[config.mk]
export PLATFORM = sky130hd
export DESIGN_NAME = cache_range_seq
export DESIGN_NICKNAME = d
export VERILOG_FILES = /design/src/rtl/crs_pkg.sv /design/src/rtl/crs_range.sv /design/src/rtl/crs_settle.sv /design/src/rtl/cache_range_seq.sv
export SDC_FILE = /design/constraint.sdc
export NUM_CORES = 1
export LEC_CHECK = 0
export ABC_AREA = 0
export BUFFER_PORTS_ARGS = -buffer_cell sky130_fd_sc_hd__buf_2
export CORE_MARGIN = 2
export CORE_UTILIZATION = 35
export DETAILED_ROUTE_END_ITERATION = 8
export PLACE_DENSITY = 0.54
export SYNTH_ARGS = -nofsm -noshare
export SYNTH_HDL_FRONTEND = slang
export SYNTH_HIERARCHICAL = 1
export SYNTH_SLANG_ARGS = --single-unit
[constraint.sdc]
create_clock -name clk -period 4.15 [get_ports clk]
set_clock_uncertainty 0.15 [all_clocks]
set_input_delay 0.6225 -clock clk [delete_from_list [all_inputs] [get_ports clk]]
set_output_delay 0.6225 -clock clk [all_outputs]
set_load 0.01 [all_outputs]
[src/rtl/crs_pkg.sv]
package crs_pkg;
  typedef enum logic [1:0] {
    ACT_INVAL = 2'd0,
    ACT_FLUSH = 2'd1,
    ACT_LOCK  = 2'd2,
    ACT_RSVD  = 2'd3
  } act_t;

  typedef enum logic [2:0] {
    ST_IDLE,
    ST_ISSUE,
    ST_SETTLE,
    ST_CHECK,
    ST_DONE
  } seq_state_t;
endpackage

[src/rtl/crs_range.sv]
module crs_range #(
  parameter int ADDR_W     = 32,
  parameter int LINE_BYTES = 16,
  parameter int CAPACITY   = 1024
) (
  input  logic [ADDR_W-1:0] addr,
  input  logic [ADDR_W-1:0] size,
  input  logic [1:0]        op,
  output logic              bad,
  output logic [ADDR_W:0]   first_addr,
  output logic [ADDR_W:0]   last_addr
);
  import crs_pkg::*;
  localparam int OFS_W = $clog2(LINE_BYTES);
  localparam logic [ADDR_W:0] CAP_W = (ADDR_W+1)'(CAPACITY);

  if ((LINE_BYTES & (LINE_BYTES - 1)) != 0 || LINE_BYTES < 2) begin : g_line_chk
    $error("LINE_BYTES must be a power of two of at least 2");
  end
  if ((CAPACITY & (CAPACITY - 1)) != 0 || CAPACITY < LINE_BYTES) begin : g_cap_chk
    $error("CAPACITY must be a power of two no smaller than LINE_BYTES");
  end

  logic [ADDR_W:0] addr_x, size_x;

  always_comb begin
    addr_x     = {1'b0, addr};
    size_x     = {1'b0, size};
    bad        = (size == '0) || (size_x > CAP_W) || (op == ACT_RSVD);
    first_addr = {addr_x[ADDR_W:OFS_W], {OFS_W{1'b0}}};
    last_addr  = addr_x + size_x - 1'b1;
  end
endmodule

[src/rtl/crs_settle.sv]
module crs_settle #(
  parameter int SETTLE = 3
) (
  input  logic clk,
  input  logic rst_n,
  input  logic start,
  output logic expire
);
  localparam int CW = $clog2(SETTLE + 1);

  if (SETTLE < 1) begin : g_settle_chk
    $error("SETTLE must be at least 1");
  end

  logic [CW-1:0] cnt;

  always_ff @(posedge clk or negedge rst_n) begin
    if (!rst_n)          cnt <= '0;
    else if (start)      cnt <= CW'(SETTLE);
    else if (cnt != '0)  cnt <= cnt - 1'b1;
  end

  assign expire = (cnt == CW'(1));
endmodule

[src/rtl/cache_range_seq.sv]
module cache_range_seq #(
  parameter int ADDR_W     = 32,
  parameter int LINE_BYTES = 16,
  parameter int CAPACITY   = 1024,
  parameter int SETTLE     = 3
) (
  input  logic              clk,
  input  logic              rst_n,
  input  logic              req_valid,
  output logic              req_ready,
  input  logic [ADDR_W-1:0] req_addr,
  input  logic [ADDR_W-1:0] req_size,
  input  logic [1:0]        req_op,
  output logic              busy,
  output logic              done,
  output logic              error,
  output logic              cmd_valid,
  output logic [ADDR_W-1:0] cmd_addr,
  output logic [1:0]        cmd_op,
  input  logic              cache_busy,
  input  logic              cache_ok
);
  import crs_pkg::*;
  localparam int AW1   = ADDR_W + 1;
  localparam int OFS_W = $clog2(LINE_BYTES);
  localparam int GAP_W = 16;

  seq_state_t     st;
  logic [AW1-1:0] cur_a, last_a, next_a;
  logic [1:0]     op_q;
  logic           err_q;
  logic           bad;
  logic [AW1-1:0] first_c, last_c;
  logic           settle_exp;
  logic           more;
  logic           take;

  crs_range #(
    .ADDR_W(ADDR_W), .LINE_BYTES(LINE_BYTES), .CAPACITY(CAPACITY)
  ) u_range (
    .addr(req_addr), .size(req_size), .op(req_op),
    .bad(bad), .first_addr(first_c), .last_addr(last_c)
  );

  crs_settle #(.SETTLE(SETTLE)) u_settle (
    .clk(clk), .rst_n(rst_n), .start(st == ST_ISSUE), .expire(settle_exp)
  );

  assign take   = req_valid && req_ready;
  assign next_a = cur_a + AW1'(LINE_BYTES);
  assign more   = (next_a <= last_a);

  always_ff @(posedge clk or negedge rst_n) begin
    if (!rst_n) begin
      st     <= ST_IDLE;
      cur_a  <= '0;
      last_a <= '0;
      op_q   <= '0;
      err_q  <= 1'b0;
    end else begin
      case (st)
        ST_IDLE: if (take) begin
          cur_a  <= first_c;
          last_a <= last_c;
          op_q   <= req_op;
          err_q  <= bad;
          st     <= bad ? ST_DONE : ST_ISSUE;
        end
        ST_ISSUE:  st <= ST_SETTLE;
        ST_SETTLE: if (settle_exp) st <= ST_CHECK;
        ST_CHECK: begin
          if (op_q == ACT_LOCK && !cache_ok) begin
            err_q <= 1'b1;
            st    <= ST_DONE;
          end else if (op_q != ACT_LOCK && cache_busy) begin
            st <= ST_CHECK;
          end else if (more) begin
            cur_a <= next_a;
            st    <= ST_ISSUE;
          end else begin
            st <= ST_DONE;
          end
        end
        ST_DONE: st <= ST_IDLE;
        default: st <= ST_IDLE;
      endcase
    end
  end

  assign req_ready = (st == ST_IDLE);
  assign busy      = (st != ST_IDLE);
  assign done      = (st == ST_DONE);
  assign error     = done && err_q;
  assign cmd_valid = (st == ST_ISSUE);
  assign cmd_addr  = cur_a[ADDR_W-1:0];
  assign cmd_op    = op_q;

  // Cycles since the previous command, for the spacing check.
  logic [GAP_W-1:0] gap;
  logic             seen_cmd;
  always_ff @(posedge clk or negedge rst_n) begin
    if (!rst_n) begin
      gap      <= '0;
      seen_cmd <= 1'b0;
    end else if (cmd_valid) begin
      gap      <= GAP_W'(1);
      seen_cmd <= 1'b1;
    end else if (gap != '1) begin
      gap <= gap + 1'b1;
    end
  end

  assert_accept_busy_R1: assert property (@(posedge clk) disable iff (!rst_n)
    take |=> busy);
  assert_done_pulse_R1: assert property (@(posedge clk) disable iff (!rst_n)
    done |=> !done);
  assert_reject_R2: assert property (@(posedge clk) disable iff (!rst_n)
    (take && bad) |=> (done && error && !cmd_valid));
  assert_aligned_R4: assert property (@(posedge clk) disable iff (!rst_n)
    cmd_valid |-> (cmd_addr[OFS_W-1:0] == '0));
  assert_in_range_R6: assert property (@(posedge clk) disable iff (!rst_n)
    cmd_valid |-> (cur_a <= last_a));
  assert_spacing_R8: assert property (@(posedge clk) disable iff (!rst_n)
    (cmd_valid && seen_cmd) |-> (gap >= GAP_W'(SETTLE + 2)));
  assert_wait_busy_R9: assert property (@(posedge clk) disable iff (!rst_n)
    (st == ST_CHECK && op_q != ACT_LOCK && cache_busy) |=> (!cmd_valid && !done));
  assert_lock_abort_R10: assert property (@(posedge clk) disable iff (!rst_n)
    (st == ST_CHECK && op_q == ACT_LOCK && !cache_ok) |=> (done && error && !cmd_valid));
  assert_err_with_done_R11: assert property (@(posedge clk) disable iff (!rst_n)
    error |-> busy);
endmodule

==> results of run 1 <==
layer usage:
layer / track usage / share of wire
met3: 0.02114 / 0.046
met1: 0.2846 / 0.52
met4: 0.04495 / 0.014
met2: 0.2710 / 0.42
met5: 0 / 0
state kept, by name, indices dropped and copies added, names as in the netlist:
register and count:
cmd_op 2, cur_a 33, err_q 1, last_a 33, st 3, u_settle/cnt 2
power by group through the flow:
stage	registers, mW	clock network (mW)	logic (mW)
global placement	0.735	0	0.642
detailed placement	0.735	0	0.640
CTS	0.722	0.774	0.645
global route	0.721	0.803	0.724
floorplan	0.735	0	0.484
finish	0.722	0.758	0.644
layout make-up:
type / count / area, sq um / area share
multi-input cells: 661 / 4772 / 0.5561
flip-flops and latches: 74 / 1852 / 0.2158
repair buffers: 123 / 678.2 / 0.07902
inverters: 173 / 649.4 / 0.07567
well taps: 280 / 350.3 / 0.04082
clock buffers: 13 / 240.2 / 0.02799
clock inverters: 3 / 40.04 / 0.004665
how the worst max path moves through the flow:
stage | startpoint | slack [ns] | endpoint | cells past startpoint
floorplan | cur_a[6] | 0.65 | cur_a[10] | 15
global placement | cur_a[6] | 0.31 | cur_a[10] | 14
detailed placement | cur_a[6] | 0.25 | cur_a[10] | 14
CTS | cur_a[6] | 0.21 | cur_a[5] | 14
global route | cur_a[10] | 0.02 | cur_a[5] | 15
finish | cur_a[10] | 0.28 | cur_a[5] | 15
worst reg2reg max path, stage by stage, from the launching register on:
cell	delay (ns)
dfrtp_1	0.41
and3_2	0.27
nand3_1	0.12
nor3_1	0.24
buf_4	0.22
and4_1	0.26
xor2_1	0.10
ha_1	0.30
nand4_1	0.13
nor4_2	0.35
nand2_1	0.11
a21oi_1	0.14
o22a_1	0.24
o21a_1	0.18
buf_12	0.21
mux2_4	0.32
metrics by stage:
| stage | power [mW] | cell area, sq um | util | cells |
|---|---|---|---|---|
| 4_1_cts | 2.140 | 8547 | 0.3892 | 1327 |
| 2_1_floorplan | 1.219 | 7886 | - | 1006 |
| 3_5_place_dp | 1.375 | 8267 | 0.3765 | 1311 |
| 5_1_grt | 2.249 | 8582 | 0.3908 | 1327 |
| 6_report | 2.124 | 8582 | 0.3908 | 1327 |
| 3_3_place_gp | 1.376 | 8267 | 0.3765 | 1311 |
kinds of logic after synthesis:
| family | Yosys count |
|---|---|
| muxes | 15 |
| adders and majority gates | 100 |
| DFF | 74 |
| other | 1 |
| and+or+nand+nor | 260 |
| AOI/OAI and AO/OA | 223 |
| buffers and inverters | 271 |
| xor gates and xnor gates | 58 |
cells in the mapped netlist (3+ instances only):
cell	n	area [sq um]
and4_1	5	43.79
nand2_1	109	409.1
nor3_1	16	80.08
buf_2	16	80.08
clkbuf_1	13	48.80
o21ai_0	55	275.3
a31oi_1	14	87.58
mux2_2	3	33.78
nor2_1	52	195.2
and3_1	16	100.1
o21a_1	6	45.04
a21oi_1	50	250.2
nand2b_1	4	25.02
a221oi_2	3	45.04
ha_1	99	1239
xnor2_1	39	341.6
mux2i_1	6	60.06
a21o_1	17	127.6
o211ai_1	12	90.09
nor4_1	8	50.05
nand4_1	9	56.30
o32a_1	14	140.1
a41oi_1	6	52.55
a211oi_1	15	112.6
xor2_1	19	166.4
nand3_1	21	105.1
dfrtp_1	74	1852
mux2_4	6	90.09
inv_1	173	649.4
o21ai_1	5	25.02
buf_4	66	495.5
==> impl_metrics.py, run 1 <==
metrics = {
    "synthesis": {
        "synthArstFlopShare": 1.000,
        "syn-mean-instance-area_sq_um": 7.856,
        "netlist_area_sq_um": 7871,
        "ys_ff_latch": 74,
        "synthAdderAreaFrac": 0.1599,
        "synth_ff_type": "dfrtp_1",
        "synth-simple-area-share": 0.1605,
        "synthXorXnorAreaFrac": 0.06454,
        "syn_inst": 1002,
        "synth_top_family_by_area": "compound AO/OA/AOI/OAI gates",
        "synth_compound_gate_area_share": 0.1907,
        "synthMuxAreaShare": 0.02337,
        "synth_cell_types": 73,
        "synth_warnings": 6,
        "ys_seq_area_frac": 0.2353,
        "synth_edf_count": 0,
    },
    "sta": {
        "hold_ws_ns": 0.2858,
        "max_freq_ghz": 0.2585,
        "fin_ws_ns": 0.2822,
        "period_share": 0.9320,
        "slew_violations": 0,
        "finalSetupTns_ns": 0,
        "hold_violations": 0,
        "setup_violations": 0,
        "rsz0062_at_grt": "false",
        "relSlewSlack": 0.3552,
        "worstMarginPinSlew_ns": 0.9672,
        "min_period_ns": 3.868,
    },
    "critical_path": {
        "reg2reg_to": "cur_a[5]",
        "reg2reg_setup_slack_ns": 0.28,
        "start_kind": "flop",
        "cp.arrival_ns": 3.93,
        "crit_required_ns": 4.21,
        "crit_family": "simple AND/OR/NAND/NOR gates",
        "cp-end-kind": "flop",
        "slowest_delay_ns": 0.41,
        "critPathSlowestCell": "dfrtp_1",
        "reg2reg_from": "cur_a[10]",
        "path_max_fanout": 29,
        "crit_type": "reg2reg",
        "reg2reg_depth": 15,
        "crit_chain": "and3_2 -> nand3_1 -> nor3_1 -> buf_4 -> and4_1 -> xor2_1 -> ha_1 -> nand4_1 -> nor4_2 -> nand2_1 -> a21oi_1 -> o22a_1 -> o21a_1 -> buf_12 -> mux2_4",
        "worst-path-buf-inv": 2,
    },
    "clock_network": {
        "ctsHtreeMaxLevel": 3,
        "clk_path_buf_depth": 2,
        "post_cts_buffers": 0,
        "holdBufCountCts": 0,
        "cts_root_buffer": "clkbuf_16",
        "clk_pin_slew_ns": 0.06,
        "clk_latency_ns": 0.34,
        "ctsResizeCount": 0,
        "cts_sinks": 74,
        "cts_tree": "built",
        "numCtsBuffers": 9,
    },
    "power": {
        "power_frac_clock": 0.357,
        "power_frac_comb": 0.303,
        "internal_power_mw": 1.449,
        "ir_drop_mv": 0.1744,
        "power_frac_seq": 0.340,
        "p_leak_nw": 4.682,
        "power_density_nw_per_um2": 247.5,
        "p_sw_mw": 0.6752,
        "switching_share": 0.3179,
    },
    "floorplan": {
        "placementRows": 54,
        "die_w_um": 154.0,
        "core-area_sq_um": 21960,
        "ios": 110,
        "start_util": 0.3585,
        "chipHeight_um": 154.0,
        "die-area_sq_um": 23710,
    },
    "global_routing": {
        "grt_usage": 0.1843,
        "antenna_found_initial": 0,
        "grt_pass1_vias": 6366,
        "grt_pass1_wl_um": 34810,
        "globalRouteOverflowTotal": 0,
        "grt_max_degree": 75,
    },
    "placement": {
        "finalWeightedCongestion": 0.8374,
        "hpwl_um": 17130,
        "io_buffer_count": 109,
        "pre_cts_ws_ns": 0.2475,
    },
    "detailed_routing": {
        "drt_iter0_markers": 362,
        "first_pass_iters": 5,
        "wl_um": 21320,
        "wire_per_inst_um": 16.06,
        "ant_nets": 0,
        "drc": 0,
        "vias": 6740,
        "post_drt_via_cell_ratio": 5.079,
    },
    "finish": {
        "n_antenna_cell": 0,
        "areaGrowthSynthToFinish_pct": 9.029,
        "layout-drive-gt1-share": 0.1624,
        "layout_common_cells": "inv_1, nand2_1, buf_2",
        "fillers": 2281,
        "final_nets": 1213,
        "final_common_cell": "inv_1",
    },
    "flow_run": {
        "maxCapViolCount": 0,
    },
    "status": {
        "status": "completed",
    },
    "hold_path": {
        "hp-class": "in2async",
    },
}
Power figures use the tool's default switching activity.
==> inputs of run 2 (changes only) <==
--- a/config.mk
+++ b/config.mk
@@ -7,10 +7,13 @@
 export LEC_CHECK = 0
 export ABC_AREA = 0
 export BUFFER_PORTS_ARGS = -buffer_cell sky130_fd_sc_hd__buf_2
+export CELL_PAD_IN_SITES_DETAIL_PLACEMENT = 1
+export CELL_PAD_IN_SITES_GLOBAL_PLACEMENT = 1
 export CORE_MARGIN = 2
-export CORE_UTILIZATION = 35
+export CORE_UTILIZATION = 44
 export DETAILED_ROUTE_END_ITERATION = 8
-export PLACE_DENSITY = 0.54
+export MAX_ROUTING_LAYER = met4
+export PLACE_DENSITY = 0.83
 export SYNTH_ARGS = -nofsm -noshare
 export SYNTH_HDL_FRONTEND = slang
 export SYNTH_HIERARCHICAL = 1
==> impl_metrics.py, run 2 (same netlist as run 1, synthesis figures left out) <==
metrics = {
    "status": {
        "status": "completed",
    },
    "critical_path": {
        "cp-endpoint": "cur_a[15]",
        "cp-end-kind": "flop",
        "crit_family": "simple AND/OR/NAND/NOR gates",
        "reg2reg_setup_slack_ns": 0.26,
        "reg2reg_depth": 14,
        "worst-path-buf-inv": 1,
        "startpoint": "cur_a[20]",
        "crit_required_ns": 4.23,
        "reg2reg_to": "cur_a[15]",
        "crit_type": "reg2reg",
        "cp.depth": 14,
        "path_max_fanout": 29,
        "cp.arrival_ns": 3.97,
        "critPathSlowestCell": "dfrtp_1",
        "slowest_delay_ns": 0.47,
        "start_kind": "flop",
        "reg2reg_from": "cur_a[20]",
        "crit_chain": "and3_1 -> nand3_1 -> nor3_4 -> and4_1 -> xor2_1 -> ha_1 -> nand4_1 -> nor4_2 -> nand2_1 -> a21oi_1 -> o22a_1 -> o21a_1 -> buf_12 -> mux2_4",
    },
    "detailed_routing": {
        "wire_per_inst_um": 18.61,
        "wl_um": 23560,
        "first_pass_iters": 4,
        "vias": 7058,
        "drc": 0,
        "drt_iter0_markers": 492,
        "post_drt_via_cell_ratio": 5.575,
        "ant_nets": 0,
    },
    "clock_network": {
        "clk_path_buf_depth": 2,
        "holdBufCountCts": 0,
        "numCtsBuffers": 9,
        "post_cts_buffers": 0,
        "cts_root_buffer": "clkbuf_16",
        "cts_sinks": 74,
        "ctsHtreeMaxLevel": 3,
        "clk_pin_slew_ns": 0.07,
        "cts_tree": "built",
        "clk_latency_ns": 0.34,
    },
    "finish": {
        "n_antenna_cell": 0,
        "areaGrowthSynthToFinish_pct": 7.837,
        "multi_input_area_sq_um": 4767,
        "fillers": 2204,
        "reg_top3": "cur_a x33, last_a x33, st x3",
        "fin_area_sq_um": 8488,
        "layout-drive-gt1-share": 0.1643,
        "final_common_cell": "inv_1",
        "final_nets": 1207,
        "layout_common_cells": "inv_1, nand2_1, buf_2",
        "ff_latch_area_sq_um": 1858,
    },
    "sta": {
        "min_period_ns": 3.892,
        "relSlewSlack": 0.3646,
        "max_freq_ghz": 0.2569,
        "period_share": 0.9378,
        "worstMarginPinSlew_ns": 0.9531,
        "setup_violations": 0,
        "finalSetupTns_ns": 0,
        "hold_violations": 0,
        "slew_violations": 0,
    },
    "global_routing": {
        "grt_pass1_wl_um": 37090,
        "antenna_found_initial": 0,
        "grt_pass1_vias": 7071,
        "grt_usage": 0.2601,
        "grt_max_degree": 75,
        "globalRouteOverflowTotal": 0,
    },
    "placement": {
        "hpwl_um": 18400,
        "finalWeightedCongestion": 0.9365,
        "io_buffer_count": 109,
        "place_area_sq_um": 8140,
    },
    "power": {
        "p_leak_nw": 4.638,
        "power_mw": 2.216,
        "power_density_nw_per_um2": 261.1,
        "ir_drop_mv": 0.1696,
    },
    "floorplan": {
        "ios": 110,
        "die_w_um": 137.8,
        "core-area_sq_um": 17420,
        "die-area_sq_um": 18980,
        "chipHeight_um": 137.8,
        "placementRows": 48,
        "start_util": 0.4519,
    },
    "hold_path": {
        "hp-class": "in2async",
    },
    "flow_run": {
        "maxCapViolCount": 0,
    },
}
run 2: changes by cell type in the layout (fill, tap and decap cells not counted), sizes merged:
cell | before | now
bufinv | 1 | 2
buf | 123 | 117
clkbuf | 13 | 11
clkinv | 2 | 3
run 2: worst min-delay path by stage:
| stage | from | end | cells past startpoint |
|---|---|---|---|
| 6_report | rst_n | last_a[23] | 1 |
| 5_1_grt | rst_n | last_a[23] | 1 |
| 4_1_cts | rst_n | last_a[23] | 1 |
| 3_5_place_dp | cur_a[1] | cur_a[1] | 2 |
| 3_3_place_gp | last_a[0] | last_a[0] | 2 |
| 2_1_floorplan | rst_n | cmd_op[0] | 0 |
run 2: report_power, final:
| group | switching [mW] | leakage (nW) | total, mW | internal [mW] |
|---|---|---|---|---|
| clock | 0.310 | 0.153 | 0.835 | 0.526 |
| combinational | 0.395 | 3.64 | 0.659 | 0.264 |
| sequential | 0 | 0.843 | 0.722 | 0.722 |
run 2: per-layer routing:
| layer | global-route usage | vias to the layer above | part of all wire |
|---|---|---|---|
| li1 | - | 3392 | - |
| met1 | 0.3591 | 3470 | 0.48 |
| met2 | 0.4077 | 163 | 0.46 |
| met3 | 0.02502 | 33 | 0.041 |
| met4 | 0.07370 | 0 | 0.022 |
| met5 | - | - | 0 |
run 2: final cells by class:
type	count	area share
clock buffers	11	0.02742
clock inverters	5	0.009287
inverters	173	0.07650
multi-input cells	661	0.5616
flip-flops and latches	74	0.2189
well taps	225	0.03317
repair buffers	117	0.07311
run 2: timing repair:
item,CTS,global route
resized for setup,0,12
endpoints found under the hold margin,0,0
endpoints found under the setup margin,0,31
run 2: metrics by stage:
| stage | worst slack, ns | util | hold slack [ns] | instances |
|---|---|---|---|---|
| 3_3_place_gp | 0.3006 | 0.4674 | 0.3121 | 1250 |
| 5_1_grt | -0.01805 | 0.4874 | 0.3552 | 1266 |
| 2_1_floorplan | 0.6550 | - | 0.1769 | 1006 |
| 4_1_cts | 0.1200 | 0.4853 | 0.3273 | 1266 |
| 3_5_place_dp | 0.1734 | 0.4674 | 0.3671 | 1250 |
| 6_report | 0.2581 | 0.4874 | 0.2640 | 1266 |
